===== src/rtl/meas_sched_pkg.sv =====
package meas_sched_pkg;

  // Control byte bit positions (software decodes these).
  localparam int CTL_ACT_BIT  = 0;
  localparam int CTL_TRIG_BIT = 1;
  localparam int CTL_FAST_BIT = 2;
  localparam int CTL_OS_LSB   = 3;
  localparam int CTL_OS_W     = 2;
  localparam int CTL_RATE_LSB = 5;
  localparam int CTL_RATE_W   = 3;
  localparam int CTL_W        = 8;

  typedef enum logic [1:0] {
    SEQ_IDLE = 2'd0,
    SEQ_RST  = 2'd1,
    SEQ_RUN  = 2'd2
  } seq_state_e;

  typedef enum logic [1:0] {
    MODE_STANDBY = 2'd0,
    MODE_ACT_RAW = 2'd1,
    MODE_ACT_COR = 2'd2
  } sys_mode_e;

endpackage


===== src/rtl/meas_sched_ctl.sv =====
module meas_sched_ctl
  import meas_sched_pkg::*;
(
  input  logic             clk,
  input  logic             rst,
  input  logic             wr_i,
  input  logic [CTL_W-1:0] wdata_i,
  input  logic             trig_clr_i,
  input  logic             raw_i,
  output logic [CTL_W-1:0] ctl_q_o,
  output logic [CTL_W-1:0] sysmode_o
);

  logic [CTL_W-1:0] ctl_q;
  logic [CTL_W-1:0] mode_q;
  sys_mode_e        mode_n;

  // A trigger written together with the active bit is dropped.
  always_ff @(posedge clk) begin
    if (rst) begin
      ctl_q <= '0;
    end else if (wr_i) begin
      ctl_q               <= wdata_i;
      ctl_q[CTL_TRIG_BIT] <= wdata_i[CTL_TRIG_BIT] & ~wdata_i[CTL_ACT_BIT];
    end else if (trig_clr_i) begin
      ctl_q[CTL_TRIG_BIT] <= 1'b0;
    end
  end

  always_comb begin
    if (!ctl_q[CTL_ACT_BIT]) mode_n = MODE_STANDBY;
    else if (raw_i)          mode_n = MODE_ACT_RAW;
    else                     mode_n = MODE_ACT_COR;
  end

  always_ff @(posedge clk) begin
    if (rst) mode_q <= '0;
    else     mode_q <= {{(CTL_W-2){1'b0}}, mode_n};
  end

  assign ctl_q_o   = ctl_q;
  assign sysmode_o = mode_q;

  // stored trigger never coexists with the active bit
  p_trig_masked_r8: assert property (@(posedge clk) disable iff (rst)
    ctl_q[CTL_ACT_BIT] |-> !ctl_q[CTL_TRIG_BIT]);

  // completion of a single measurement drops the trigger
  p_trig_clear_r7: assert property (@(posedge clk) disable iff (rst)
    (trig_clr_i && !wr_i) |=> !ctl_q[CTL_TRIG_BIT]);

  // standby always reports mode zero one cycle later
  p_standby_mode_r10: assert property (@(posedge clk) disable iff (rst)
    !ctl_q[CTL_ACT_BIT] |=> (sysmode_o == '0));

endmodule


===== src/rtl/meas_sched_rst_timer.sv =====
module meas_sched_rst_timer #(
  parameter int RST_TICKS = 8
) (
  input  logic clk,
  input  logic rst,
  input  logic tick_i,
  input  logic start_i,
  output logic busy_o,
  output logic done_o
);

  localparam int CW = (RST_TICKS > 1) ? $clog2(RST_TICKS) : 1;
  localparam logic [CW-1:0] LAST = CW'(RST_TICKS - 1);

  logic          busy_q;
  logic [CW-1:0] cnt_q;

  assign done_o = busy_q && tick_i && (cnt_q == LAST) && !start_i;

  always_ff @(posedge clk) begin
    if (rst) begin
      busy_q <= 1'b0;
      cnt_q  <= '0;
    end else if (start_i) begin
      busy_q <= 1'b1;
      cnt_q  <= '0;
    end else if (busy_q && tick_i) begin
      if (cnt_q == LAST) begin
        busy_q <= 1'b0;
        cnt_q  <= '0;
      end else begin
        cnt_q <= cnt_q + 1'b1;
      end
    end
  end

  assign busy_o = busy_q;

  // without a tick the reset interval cannot end
  p_busy_hold_r13: assert property (@(posedge clk) disable iff (rst)
    (busy_q && !tick_i && !start_i) |=> busy_q);

  // a request always produces a busy cycle
  p_req_busy_r11: assert property (@(posedge clk) disable iff (rst)
    start_i |=> busy_q);

endmodule


===== src/rtl/meas_sched_seq.sv =====
module meas_sched_seq
  import meas_sched_pkg::*;
#(
  parameter int RATE_SAT     = 4,
  parameter int OSR_MIN_LOG2 = 4
) (
  input  logic                  clk,
  input  logic                  rst,
  input  logic                  tick_i,
  input  logic                  active_i,
  input  logic                  trig_i,
  input  logic [CTL_RATE_W-1:0] rate_i,
  input  logic [CTL_OS_W-1:0]   os_i,
  input  logic                  auto_en_i,
  input  logic                  rst_done_i,
  output logic                  auto_go_o,
  output logic                  trig_clr_o,
  output logic                  conv_start_o,
  output logic                  sample_done_o
);

  localparam int SUB_W = (RATE_SAT > 0) ? RATE_SAT : 1;
  localparam int CNT_W = OSR_MIN_LOG2 + (1 << CTL_OS_W) - 1;

  seq_state_e            state_q;
  logic [SUB_W-1:0]      sub_q, sub_last_q, sub_last_n;
  logic [CNT_W-1:0]      cnt_q, cnt_last_q, cnt_last_n;
  logic                  shot_q;
  logic                  start_req;
  logic                  win_end;
  logic [CTL_RATE_W-1:0] rate_eff;
  logic                  start_q, done_q;

  assign start_req = active_i | trig_i;
  assign rate_eff  = (int'(rate_i) > RATE_SAT) ? CTL_RATE_W'(RATE_SAT) : rate_i;

  // Terminal counts as low-bit masks: divider 2^rate_eff, ratio 2^(min+os).
  always_comb begin
    for (int i = 0; i < SUB_W; i++)
      sub_last_n[i] = (i < int'(rate_eff));
    for (int j = 0; j < CNT_W; j++)
      cnt_last_n[j] = (j < OSR_MIN_LOG2 + int'(os_i));
  end

  assign win_end    = (state_q == SEQ_RUN) && tick_i &&
                      (sub_q == sub_last_q) && (cnt_q == cnt_last_q);
  assign trig_clr_o = win_end && shot_q;
  assign auto_go_o  = (state_q == SEQ_IDLE) && start_req && auto_en_i;

  always_ff @(posedge clk) begin
    if (rst) begin
      state_q    <= SEQ_IDLE;
      sub_q      <= '0;
      cnt_q      <= '0;
      sub_last_q <= '0;
      cnt_last_q <= '0;
      shot_q     <= 1'b0;
      start_q    <= 1'b0;
      done_q     <= 1'b0;
    end else begin
      start_q <= 1'b0;
      done_q  <= 1'b0;
      case (state_q)
        SEQ_IDLE: begin
          if (start_req) begin
            sub_last_q <= sub_last_n;
            cnt_last_q <= cnt_last_n;
            sub_q      <= '0;
            cnt_q      <= '0;
            shot_q     <= ~active_i;
            if (auto_en_i) begin
              state_q <= SEQ_RST;
            end else begin
              state_q <= SEQ_RUN;
              start_q <= 1'b1;
            end
          end
        end
        SEQ_RST: begin
          if (rst_done_i) begin
            state_q <= SEQ_RUN;
            start_q <= 1'b1;
          end
        end
        SEQ_RUN: begin
          if (tick_i) begin
            if (sub_q == sub_last_q) begin
              sub_q <= '0;
              if (cnt_q == cnt_last_q) begin
                done_q  <= 1'b1;
                state_q <= SEQ_IDLE;
              end else begin
                cnt_q <= cnt_q + 1'b1;
              end
            end else begin
              sub_q <= sub_q + 1'b1;
            end
          end
        end
        default: state_q <= SEQ_IDLE;
      endcase
    end
  end

  assign conv_start_o  = start_q;
  assign sample_done_o = done_q;

  // strobes are single-cycle
  p_start_pulse_r3: assert property (@(posedge clk) disable iff (rst)
    start_q |=> !start_q);
  p_done_pulse_r3: assert property (@(posedge clk) disable iff (rst)
    done_q |=> !done_q);

  // window progress freezes while the tick is low
  p_no_tick_hold_r13: assert property (@(posedge clk) disable iff (rst)
    (state_q == SEQ_RUN && !tick_i) |=> ($stable(sub_q) && $stable(cnt_q)));

  // terminal counts stay fixed for the whole window
  p_cfg_locked_r9: assert property (@(posedge clk) disable iff (rst)
    (state_q == SEQ_RUN && $past(state_q) == SEQ_RUN) |->
      ($stable(sub_last_q) && $stable(cnt_last_q)));

endmodule


===== src/rtl/meas_sched.sv =====
module meas_sched
  import meas_sched_pkg::*;
#(
  parameter int RATE_SAT     = 4,
  parameter int OSR_MIN_LOG2 = 4,
  parameter int RST_TICKS    = 8
) (
  input  logic       clk,
  input  logic       rst,
  input  logic       tick_i,
  input  logic       ctl_wr_i,
  input  logic [7:0] ctl_wdata_i,
  input  logic       raw_i,
  input  logic       auto_rst_en_i,
  input  logic       rst_req_i,
  output logic [7:0] ctl_q_o,
  output logic [7:0] sysmode_o,
  output logic       rst_busy_o,
  output logic       conv_start_o,
  output logic       sample_done_o
);

  logic [CTL_W-1:0] ctl_q;
  logic             trig_clr;
  logic             auto_go;
  logic             rst_done;

  meas_sched_ctl u_ctl (
    .clk        (clk),
    .rst        (rst),
    .wr_i       (ctl_wr_i),
    .wdata_i    (ctl_wdata_i),
    .trig_clr_i (trig_clr),
    .raw_i      (raw_i),
    .ctl_q_o    (ctl_q),
    .sysmode_o  (sysmode_o)
  );

  meas_sched_rst_timer #(.RST_TICKS(RST_TICKS)) u_rst_timer (
    .clk     (clk),
    .rst     (rst),
    .tick_i  (tick_i),
    .start_i (rst_req_i | auto_go),
    .busy_o  (rst_busy_o),
    .done_o  (rst_done)
  );

  meas_sched_seq #(
    .RATE_SAT     (RATE_SAT),
    .OSR_MIN_LOG2 (OSR_MIN_LOG2)
  ) u_seq (
    .clk           (clk),
    .rst           (rst),
    .tick_i        (tick_i),
    .active_i      (ctl_q[CTL_ACT_BIT]),
    .trig_i        (ctl_q[CTL_TRIG_BIT]),
    .rate_i        (ctl_q[CTL_RATE_LSB +: CTL_RATE_W]),
    .os_i          (ctl_q[CTL_OS_LSB +: CTL_OS_W]),
    .auto_en_i     (auto_rst_en_i),
    .rst_done_i    (rst_done),
    .auto_go_o     (auto_go),
    .trig_clr_o    (trig_clr),
    .conv_start_o  (conv_start_o),
    .sample_done_o (sample_done_o)
  );

  assign ctl_q_o = ctl_q;

  // with automatic reset, a window never starts while busy remains set
  p_auto_start_r12: assert property (@(posedge clk) disable iff (rst)
    (conv_start_o && auto_rst_en_i && $past(auto_rst_en_i)) |-> !rst_busy_o);

endmodule


===== config.mk =====
export PLATFORM = sky130hd
export DESIGN_NAME = meas_sched
export DESIGN_NICKNAME = d
export VERILOG_FILES = /design/src/rtl/meas_sched_pkg.sv /design/src/rtl/meas_sched_ctl.sv /design/src/rtl/meas_sched_rst_timer.sv /design/src/rtl/meas_sched_seq.sv /design/src/rtl/meas_sched.sv
export SDC_FILE = /design/constraint.sdc
export NUM_CORES = 1
export LEC_CHECK = 0
export ABC_AREA = 0
export BUFFER_PORTS_ARGS = -buffer_cell sky130_fd_sc_hd__buf_2
export CORE_UTILIZATION = 50
export CTS_CLUSTER_SIZE = 30
export DETAILED_ROUTE_END_ITERATION = 8
export PLACE_DENSITY = 0.74
export SLEW_MARGIN = 10
export SYNTH_ARGS = -nofsm -noshare
export SYNTH_HDL_FRONTEND = slang
export SYNTH_HIERARCHICAL = 1
export SYNTH_SLANG_ARGS = --single-unit

===== constraint.sdc =====
create_clock -name clk -period 3.84 [get_ports clk]
set_input_delay 0.384 -clock clk [delete_from_list [all_inputs] [get_ports clk]]
set_output_delay 0.384 -clock clk [all_outputs]
set_load 0.03 [all_outputs]

### Word-level counts from Yosys, hierarchy flattened

Index checks and enable logic that the tools add are counted.

* bits in registers: 47
* input port bits: 15
* word-level logic and storage cells: 101
* bits in latches: 0
* ROM bits: 0
* memories kept: 0
* bits in writable memories: 0
* output and inout bits: 19

* bitwise logic cells: 8
* reductions and logical operators: 23
* $mul: 0
* mux-type cells: 29
* divide/modulo/power cells: 0
* eq/ne operators: 11
* $add $sub $neg: 4
* shifts and indexed selects: 0
* $lt $le $gt $ge: 12

Operator list (count)
* less-than comparator 4 x 32 -> 1 bit (first input constant): 3
* less-than comparator 3 x 32 -> 1 bit (first input constant): 2
* less-than comparator 1 x 32 -> 1 bit (first input constant): 1
* less-than comparator 2 x 32 -> 1 bit (first input constant): 1
* 2-to-1 mux 7 bit: 4
* 2-to-1 mux 2 bit: 7
* case mux 7 bit (2 select lines): 1
* 2-to-1 mux 4 bit: 3
* != test 2 bit (second input constant): 5
* AND reduction 5 bit: 2
* logical AND 1 bit: 9
* 2-to-1 mux 1 bit: 9
* case mux 4 bit (2 select lines): 1
* nonzero test 2 bit: 4
* adder 7 x 1 -> 7 bit (second input constant): 1
* == test 7 bit: 1
* less-than comparator 1 x 3 -> 1 bit (first input constant): 2
* less-than comparator 2 x 3 -> 1 bit (first input constant): 2
* 2-to-1 mux 3 bit: 2
* case mux 2 bit (3 select lines): 1
* inverter 1 bit: 5
* adder 3 x 2 -> 4 bit (first input constant): 1
* adder 4 x 1 -> 4 bit (second input constant): 1
* == test 4 bit: 1
* 15 further kinds: 18

### Logic depth before layout (Yosys ltp)

* word-level depth: 8
* mapped depth: 10
* depth with buffers taken out: 8

### Hierarchy

Netlist, hierarchy kept.

By module, submodules not included
* meas_sched_seq: cells an instance 147, area each 1211.2 µm², instances 1, seq. area each 480.5 µm²
* meas_sched_ctl: cells an instance 38, area each 397.9 µm², instances 1, seq. area each 200.2 µm²
* meas_sched_rst_timer: cells an instance 19, area each 210.2 µm², instances 1, seq. area each 80.1 µm²
* meas_sched: cells an instance 1, area each 6.3 µm², instances 1, seq. area each 0.0 µm²

### Worst setup path after synthesis

OpenSTA, ideal clock, no wires.

* path kind: register to register
* from: reg u_ctl.ctl_q[0] (netlist: u_ctl/ctl_q_o[0])
* to: reg u_seq.state_q[1]
* arrival time: 1852 ps
* setup slack: 1893 ps
* data required time: 3745 ps
* stages on the path, launching flop included: 8
* period minus slack after synthesis: 1947 ps
* path buffers: 1
* setup time: 95 ps
* path through: dfxtp_1 -> o21a_1 -> clkbuf_1 -> and2_1 -> or2_1 -> and4b_2 -> a21oi_1 -> a221oi_1

* longest elaborated chain between the ends: 8

RTL lines
* start: declaration: line meas_sched_ctl.sv:14 `logic [CTL_W-1:0] ctl_q;`
* start signal: assignment: line meas_sched_ctl.sv:23 `ctl_q <= wdata_i;`
* start signal: indexed assignment: line meas_sched_ctl.sv:24 `ctl_q[CTL_TRIG_BIT] <= wdata_i[CTL_TRIG_BIT] & ~wdata_i[CTL_ACT_BIT];`
* bitwise OR 1 bit: line meas_sched_seq.sv:34 `assign start_req = active_i | trig_i;`
* logical AND 1 bit (2 in a row): line meas_sched_seq.sv:48 `assign auto_go_o = (state_q == SEQ_IDLE) && start_req && auto_en_i;`
* net auto_go: line meas_sched.sv:25 `logic auto_go;`
* bitwise OR 1 bit: line meas_sched.sv:43 `.start_i (rst_req_i | auto_go),`
* logical NOT 1 bit: line meas_sched_rst_timer.sv:18 `assign done_o = busy_q && tick_i && (cnt_q == LAST) && !start_i;`
* logical AND 1 bit: line meas_sched_rst_timer.sv:18
* net rst_done: line meas_sched.sv:26 `logic rst_done;`
* != test 2 bit (no source line)
* AND reduction 5 bit (no source line)
* end signal: assignment: line meas_sched_seq.sv:52 `state_q <= SEQ_IDLE;`
* end signal: assignment: line meas_sched_seq.sv:72 `state_q <= SEQ_RST;`
* end signal: assignment: line meas_sched_seq.sv:74 `state_q <= SEQ_RUN;`
* end: declaration: line meas_sched_seq.sv:25 `seq_state_e state_q;`

The timed path passes the listed nets, and every way through them passes these cells.
A chain may end at the register's enable or synchronous reset.

### Final worst setup path

* from: reg u_seq.state_q[1]
* to: reg u_seq.state_q[1]

* longest elaborated chain between the ends: 8

RTL lines (line)
* logical NOT 2 bit: meas_sched_seq.sv:48
* logical AND 1 bit (2 in a row): meas_sched_seq.sv:48
* net auto_go: meas_sched.sv:25
* bitwise OR 1 bit: meas_sched.sv:43
* logical NOT 1 bit: meas_sched_rst_timer.sv:18
* logical AND 1 bit: meas_sched_rst_timer.sv:18
* net rst_done: meas_sched.sv:26
* != test 2 bit (no source line)
* AND reduction 5 bit (no source line)

The timed path passes the listed nets, and every way through them passes these cells.

==> impl_results.md <==
* DIE AREA at 3900 sq um
* P&R area growth vs syn at 11.7%
* Non-Filler Instances at 279
* Max clock buf depth at 2
* Die span in x at 62.4 um
* Slew of the pin with the lowest slew margin at 725 ps
* Ys async rst share at 0%
* CTS tree: done
* Fin. Hold Viols at 0
* Number of global-route vias before repair at 1461
* CP max-delay cell: dfxtp_1
* Initial antenna violation count at 0
* Ys flop type: dfxtp_1
* Post-synthesis cell type count at 47
* Hold_buf cts at 0
* Num CTS Buffers at 5
* Via/cell ratio at 5.51
* Area leader, netlist: dfxtp_1
* F_max at 0.485 GHz
* Antenna-violating nets left at 0
* Leakage at 0.859 nW
* Peak supply drop at 0.000233 V
* Worst-path cell chain: nor2_1 -> o21a_1 -> and2_1 -> or2_1 -> and4b_2 -> a21oi_1 -> a221oi_1
* Rows at 21
* Pwr/cell area at 426 nW/um^2
* Inst Count DP at 271
* Clock Sinks at 38
* Worst rel slew slack at 51.4%
* Final Setup Violations at 0
* Number of synthesized flops with an enable pin at 0
* Boundary pin count at 34
* H-tree levels at 2
* 1st-iter DRT viols at 66
* RSZ-0062 raised after global routing: no
* Top cells by area, synth: dfxtp_1 42%, mux2i_1 5.5%, nor2_1 4.7%, a21oi_1 4.7%, nand2_1 3.1%
* Worst Path Arrival at 2320 ps
* Synthesis-stage register bit count at 38
* Cell count after synthesis at 205
* Later-pin clock latency in the skew report at 350 ps
* Final worst path period share at 53.7%
* Area after DPL at 1960 sq um
* Initial Util at 53.4%
* Global-route wire length before repair at 6230 um
* Worst hold slack at 188 ps
* Crit-path max FO at 11
* Core area at 3420 sq um
* Pin count of the biggest net entering global routing at 37
* Nets at 251
* Routed via count at 1536
* WP buf/inv at 0
* Resized Gates After CTS at 0
* CP Class: reg2reg
* Final TNS setup at 0 ps
* Period minus WS final at 2060 ps
* CP required at 4100 ps
* Number of synthesis warnings at 6
* # Post-CTS Setup Buffers at 0
* # DRC at 0
* Post-detail-place hpwl at 2370 um
* Post-Layout Inst Area at 2040 sq um
* Largest delay share family, worst path: simple AND/OR/NAND/NOR gates
* Clk_skew at 7.69 ps
* Synthesized area per cell at 8.90 sq um
* Clk root buf: clkbuf_4
* Worst Hold Class: in2reg
* Grt total ovfl at 0
* Die Height at 62.4 um
* Syn Std Cell Area at 1830 sq um
* Status: complete, no violations
* Number of max-cap violations at 0
* Diodes inserted at 0
* Critical path endpoint category: flop
* Type of element launching the critical path: flop
* Layout cells sized above 1 at 18.9%
* Commonest cells post-synth: 38 x dfxtp_1, 23 x nor2_1, 17 x a21oi_1, 15 x nand2_1, 11 x nor3_1
* Register area share after synthesis at 41.7%
* TritonRoute pass-1 iters at 4
* Slew Limit Fails at 0
* Reg clk slew, reported paths at 110 ps
* Count of input and output buffers at 27
* CP max stage delay at 480 ps
* Placer Congestion at 0.814
* WL per Instance at 12.3 um
* Synth top area share at 41.7%
* Top-count cell post-synth: dfxtp_1
* Total track usage at 20.1%
* Routed Wire Length at 3420 um
kinds of logic after synthesis:
| group | synth area share, % |
|---|---|
| other | 0.205 |
| buffers and inverters | 5.00 |
| xor gates and xnor gates | 3.84 |
| adders and majority gates | 2.74 |
| DFF | 41.7 |
| and+or+nand+nor | 26.9 |
| muxes | 5.48 |
| AOI/OAI and AO/OA | 14.2 |
state kept, by name, summed over array words and instances (netlist names):
| register | cells |
|---|---|
| u_ctl/ctl_q_o | 8 |
| u_seq/cnt_q | 7 |
| u_seq/cnt_last_q | 4 |
| u_seq/sub_last_q | 4 |
| u_seq/sub_q | 4 |
| u_rst_timer/cnt_q | 3 |
| u_ctl/sysmode_o | 2 |
| u_seq/state_q | 2 |
| u_rst_timer/busy_o | 1 |
| u_seq/conv_start_o | 1 |
| u_seq/sample_done_o | 1 |
| u_seq/shot_q | 1 |
area by class of cell:
type | count | area [sq um]
clock buffers | 5 | 37.5
multi-input cells | 156 | 992
well taps | 46 | 57.6
inverters | 4 | 15.0
flip-flops and latches | 38 | 761
repair buffers | 27 | 135
clock inverters | 3 | 40.0
fillers | 322 | 1380
per-stage QoR:
| step | setup WS (ps) | utilization, % | power [mW] |
|---|---|---|---|
| after CTS | 1800 | 59.7 | 0.876 |
| after global placement | 1860 | 57.4 | 0.611 |
| after global routing | 1560 | 59.7 | 0.924 |
| final | 1780 | 59.7 | 0.869 |
| after floorplan | 1890 | - | 0.579 |
| after detailed placement | 1830 | 57.4 | 0.612 |
routing by layer:
metal | wire (um) | track usage, % | vias to the layer above
met1 | 1650 | 25.0 | 701
li1 | - | - | 769
met3 | 206 | 4.93 | 8
met4 | 64 | 10.2 | 0
met5 | 0 | 0 | -
met2 | 1510 | 32.2 | 58
final timing paths:
path	startpoint	endpoint	slack, ps	depth (start not counted)
setup / recovery	u_seq/state_q[1]	u_seq/state_q[1]	1780	7
hold / removal	raw_i	u_ctl/sysmode_o[1]	190	2
setup reg to reg	u_seq/state_q[1]	u_seq/state_q[1]	1780	7
hold reg to reg	u_seq/cnt_last_q[6]	u_seq/cnt_last_q[6]	470	2
power breakdown:
group	switching, mW	internal, mW	leakage, nW
registers	0.0209	0.414	0.309
logic	0.111	0.0593	0.505
clock network	0.130	0.135	0.0450
layout by cell type (no fill, tap or decap), drive strengths merged, types with 5 or more instances in the layout:
master   n
a21oi   17
and2     5
buf     27
clkbuf   5
conb     6
dfxtp   38
mux2i   10
nand2   15
nand3   10
nor2    23
nor3    11
xnor2    5
No activity file was read; power rests on OpenSTA's default activity.
